--- src/rtl/ir_filt_pkg.sv ---
package ir_filt_pkg;
  localparam int unsigned CODE_W    = 3;
  localparam int unsigned NUM_CODES = 1 << CODE_W;

  typedef logic [CODE_W-1:0] width_code_t;

  function automatic int unsigned code_to_cycles(input width_code_t code,
                                                 input int unsigned step);
    return (int'(code) + 1) * step;
  endfunction
endpackage

--- src/rtl/ir_bit_select.sv ---
module ir_bit_select #(
  parameter int unsigned BUS_W       = 8,
  parameter int unsigned SEL_W       = 8,
  parameter int unsigned SYNC_STAGES = 2
) (
  input  logic             clk_i,
  input  logic             rst_ni,
  input  logic [SEL_W-1:0] sel_i,
  input  logic [BUS_W-1:0] bus_i,
  output logic             sync_o
);
  logic raw_bit;
  logic [SYNC_STAGES-1:0] chain_q;

  // out-of-range index reads constant low
  always_comb begin
    raw_bit = 1'b0;
    for (int i = 0; i < BUS_W; i++) begin
      if (sel_i == SEL_W'(i)) raw_bit = bus_i[i];
    end
  end

  for (genvar s = 0; s < SYNC_STAGES; s++) begin : g_sync
    always_ff @(posedge clk_i or negedge rst_ni) begin
      if (!rst_ni) chain_q[s] <= 1'b0;
      else if (s == 0) chain_q[s] <= raw_bit;
      else chain_q[s] <= chain_q[(s == 0) ? 0 : s-1];
    end
  end

  assign sync_o = chain_q[SYNC_STAGES-1];
endmodule

--- src/rtl/ir_width_timer.sv ---
module ir_width_timer
  import ir_filt_pkg::*;
#(
  parameter int unsigned STEP_CYCLES = 54,
  parameter int unsigned CNT_W       = $clog2(NUM_CODES*STEP_CYCLES + 1)
) (
  input  logic             clk_i,
  input  logic             rst_ni,
  input  logic             active_i,
  input  logic             din_i,
  input  width_code_t      code_i,
  output logic             filt_o,
  output logic [CNT_W-1:0] cnt_o,
  output logic [CNT_W-1:0] thr_o
);
  logic [CNT_W-1:0] cnt_q, thr_q, thr_new;
  logic             filt_q;

  assign thr_new = CNT_W'(code_to_cycles(code_i, STEP_CYCLES));

  always_ff @(posedge clk_i or negedge rst_ni) begin
    if (!rst_ni) begin
      filt_q <= 1'b0;
      cnt_q  <= '0;
      thr_q  <= CNT_W'(STEP_CYCLES);
    end else if (!active_i) begin
      // bypass: track input so re-enable is glitch free
      filt_q <= din_i;
      cnt_q  <= '0;
      thr_q  <= thr_new;
    end else if (din_i == filt_q) begin
      // idle: threshold may follow the code only here
      cnt_q  <= '0;
      thr_q  <= thr_new;
    end else if (cnt_q == thr_q) begin
      filt_q <= din_i;
      cnt_q  <= '0;
    end else begin
      cnt_q  <= cnt_q + CNT_W'(1);
    end
  end

  assign filt_o = filt_q;
  assign cnt_o  = cnt_q;
  assign thr_o  = thr_q;
endmodule

--- src/rtl/ir_pulse_filter.sv ---
module ir_pulse_filter
  import ir_filt_pkg::*;
#(
  parameter int unsigned BUS_W       = 8,
  parameter int unsigned SEL_W       = 8,
  parameter int unsigned SYNC_STAGES = 2,
  parameter int unsigned STEP_CYCLES = 54
) (
  input  logic             clk_i,
  input  logic             rst_ni,
  input  logic             filt_en_i,
  input  logic             tx_mode_i,
  input  logic [2:0]       width_code_i,
  input  logic [SEL_W-1:0] sel_i,
  input  logic [BUS_W-1:0] bus_i,
  output logic             filt_o
);
  localparam int unsigned CNT_W = $clog2(NUM_CODES*STEP_CYCLES + 1);

  logic             sync_bit;
  logic             filt_bit;
  logic             active;
  logic [CNT_W-1:0] cnt;
  logic [CNT_W-1:0] thr;

  assign active = filt_en_i && !tx_mode_i;

  ir_bit_select #(
    .BUS_W      (BUS_W),
    .SEL_W      (SEL_W),
    .SYNC_STAGES(SYNC_STAGES)
  ) u_sel (
    .clk_i (clk_i),
    .rst_ni(rst_ni),
    .sel_i (sel_i),
    .bus_i (bus_i),
    .sync_o(sync_bit)
  );

  ir_width_timer #(
    .STEP_CYCLES(STEP_CYCLES),
    .CNT_W      (CNT_W)
  ) u_timer (
    .clk_i   (clk_i),
    .rst_ni  (rst_ni),
    .active_i(active),
    .din_i   (sync_bit),
    .code_i  (width_code_t'(width_code_i)),
    .filt_o  (filt_bit),
    .cnt_o   (cnt),
    .thr_o   (thr)
  );

  assign filt_o = active ? filt_bit : sync_bit;
endmodule

--- config.mk ---
export PLATFORM = sky130hd
export DESIGN_NAME = ir_pulse_filter
export DESIGN_NICKNAME = d
export VERILOG_FILES = /design/src/rtl/ir_filt_pkg.sv /design/src/rtl/ir_bit_select.sv /design/src/rtl/ir_width_timer.sv /design/src/rtl/ir_pulse_filter.sv
export SDC_FILE = /design/constraint.sdc
export NUM_CORES = 1
export LEC_CHECK = 0
export ABC_AREA = 1
export BUFFER_PORTS_ARGS = -buffer_cell sky130_fd_sc_hd__buf_2
export CORE_UTILIZATION = 42
export CTS_BUF_LIST = sky130_fd_sc_hd__clkbuf_4 sky130_fd_sc_hd__clkbuf_8 sky130_fd_sc_hd__clkbuf_16
export DETAILED_ROUTE_END_ITERATION = 10
export PLACE_DENSITY = 0.63
export SLEW_MARGIN = 20
export SYNTH_ARGS = -nofsm -noshare
export SYNTH_HDL_FRONTEND = slang
export SYNTH_HIERARCHICAL = 1
export SYNTH_SLANG_ARGS = --single-unit
--- constraint.sdc ---
create_clock -name clk_i -period 2.05 [get_ports clk_i]
set_clock_uncertainty 0.2 [all_clocks]
set_input_delay 0.205 -clock clk_i [delete_from_list [all_inputs] [get_ports clk_i]]
set_output_delay 0.205 -clock clk_i [all_outputs]
set_load 0.005 [all_outputs]
==> flow_metrics.env <==
export IMPL_worstPathArrival_ns=1.98
export IMPL_postCtsSetupRepairBufs=0
export IMPL_drcViolationCount=0
export IMPL_wl_per_cell_um=10.5
export IMPL_hold_violations=0
export IMPL_grtUsageMet2=0.308
export IMPL_clk_pin_slew_ns=0.11
export IMPL_status="finished, final reports clean"
export IMPL_place_inst=277
export IMPL_total_power_mw=1.04
export IMPL_critPathRequiredTime_ns=2.05
export IMPL_worst_ir_drop_vdd_uv=247
export IMPL_final_common_cell="nand2_1"
export IMPL_grt_pass1_wl_um=4880
export IMPL_setup_viol=0
export IMPL_vias=1293
export IMPL_fmax_ghz=0.504
export IMPL_grt_max_degree=21
export IMPL_rsz0062_at_grt="yes"
export IMPL_leakagePower_nw=0.954
export IMPL_min_to="u_timer/thr_o[1]"
export IMPL_met1_usage=0.227
export IMPL_fin_ws_ns=0.0652
export IMPL_drtIter0Drc=61
export IMPL_ant_nets=0
export IMPL_slew_headroom=0.704
export IMPL_dieWidth_um=60.8
export IMPL_cts_tree="built"
export IMPL_place_ws_ns=-0.296
export IMPL_finalInstanceArea_mm2=0.00189
export IMPL_final_util=0.593
export IMPL_placementRows=20
export IMPL_crit_start="width_code_i[1]"
export IMPL_whs_path_depth=3
export IMPL_pwr_density_cell_mw_per_mm2=554
export IMPL_drive_gt1_frac=0.297
export IMPL_clkLatencyLatePin_ns=0.30
export IMPL_root_buffer="clkbuf_4"
export IMPL_netlist_instances=200
export IMPL_globalplace_congestion=0.796
export IMPL_viasPerCell=4.57
export IMPL_hp_start="width_code_i[0]"
export IMPL_min_path_type="in2reg"
export IMPL_hold_slack_ns=0.00506
export IMPL_diodes=0
export IMPL_clock_sinks=20
export IMPL_avgSynthCellArea_um2=7.26
export IMPL_ios=24
export IMPL_crit_fanout=4
export IMPL_die_h_um=60.8
export IMPL_nNetsFinal=277
export IMPL_yosys_warnings=6
export IMPL_grt_util_met3=0.0128
export IMPL_cts_buffers=3
export IMPL_reg2reg_from="u_timer/cnt_o[0]"
export IMPL_grt_overflow=0
export IMPL_r2r_slack_ns=0.44
export IMPL_r2r_cells=6
export IMPL_final_instance_count_excl_fill=283
export IMPL_dieArea_mm2=0.00370
export IMPL_r2r_end="u_timer/cnt_o[8]"
export IMPL_drt_total_wl_um=2980
export IMPL_startpoint_type="input pin"
export IMPL_synth_fp_nets=236
export IMPL_port_buffers=23
export IMPL_start_util=0.457
export IMPL_syn_to_final_growth_pct=29.8
export IMPL_place_area_mm2=0.00179
export IMPL_fin_tns_setup_ns=0
export IMPL_cp_end_kind="flip-flop"
export IMPL_cts_max_level=1
export IMPL_min_period_ns=1.98
export IMPL_finalCritPeriodShare=0.968
export IMPL_crit_type="in2reg"
export IMPL_drv_cap=0
export IMPL_grt_busiest_layer="met2"
export IMPL_final_cell_mix="53 x nand2_1, 30 x inv_1, 22 x nor2_1, 21 x buf_2, 16 x dfrtp_1"
export IMPL_hpwl_um=2380
export IMPL_grt_usage=0.179
export IMPL_tightestPinTransition_ns=0.445
export IMPL_synth_area_mm2=0.00145
export IMPL_drt_first_pass_iters=4
export IMPL_clockBufferDepth=2
export IMPL_grt_pass1_vias=1183
export IMPL_slew_viol_final=0
export IMPL_antenna_found_initial=0
export IMPL_core_area_mm2=0.00318
## critical path, stage by stage
cell and delay (ns):
buf_8 0.11, ha_4 0.17, xnor2_4 0.18, inv_2 0.08, ha_4 0.26, ha_4 0.24, ha_4 0.26, a21oi_4 0.12
nor2_1 0.05, nor2_1 0.11, nand3_1 0.08, nand3_1 0.08, nand2_1 0.05
## worst max-delay path by stage
stage	slack (ns)	depth (start not counted)	endpoint
floorplan	-0.05	13	u_timer/thr_o[8]
global placement	-0.26	14	u_timer/thr_o[8]
detailed placement	-0.30	14	u_timer/thr_o[8]
CTS	0.02	14	u_timer/thr_o[8]
global route	-0.05	14	u_timer/thr_o[8]
finish	0.07	13	u_timer/thr_o[8]
## sequential cells by signal, indices dropped and copies added (netlist names)
| name | flops |
|---|---|
| u_timer/filt_o | 1 |
| u_sel/sync_o | 1 |
| u_timer/cnt_o | 9 |
| u_timer/thr_o | 8 |
| u_sel/chain_q | 1 |
## per-layer routing
layer,wire length [µm],vias up,share of wire
met2,1560,6,0.52
met3,22,2,0.0074
met1,1370,588,0.46
li1,-,697,-
met5,0,-,0
met4,27,0,0.0091
## what timing repair did
item / CTS / global route
hold buffers: 3 / 0
setup endpoints to repair: 0 / 3
endpoints found under the hold margin: 21 / 0
resized for setup: 0 / 10
## power breakdown
part | total [mW] | switching [mW] | internal [mW] | leakage, nW
Sequential | 0.474 | 0.0260 | 0.448 | 0.256
Clock | 0.184 | 0.115 | 0.0685 | 0.0138
Combinational | 0.387 | 0.195 | 0.191 | 0.684
## layout make-up
type                    instances  area (µm²)
well taps                      44        55.1
inverters                      36         135
flip-flops and latches         20         505
clock buffers                   3        22.5
repair buffers                 37         244
multi-input cells             143         923
fillers                       315        1290
Power figures use the tool's default switching activity.
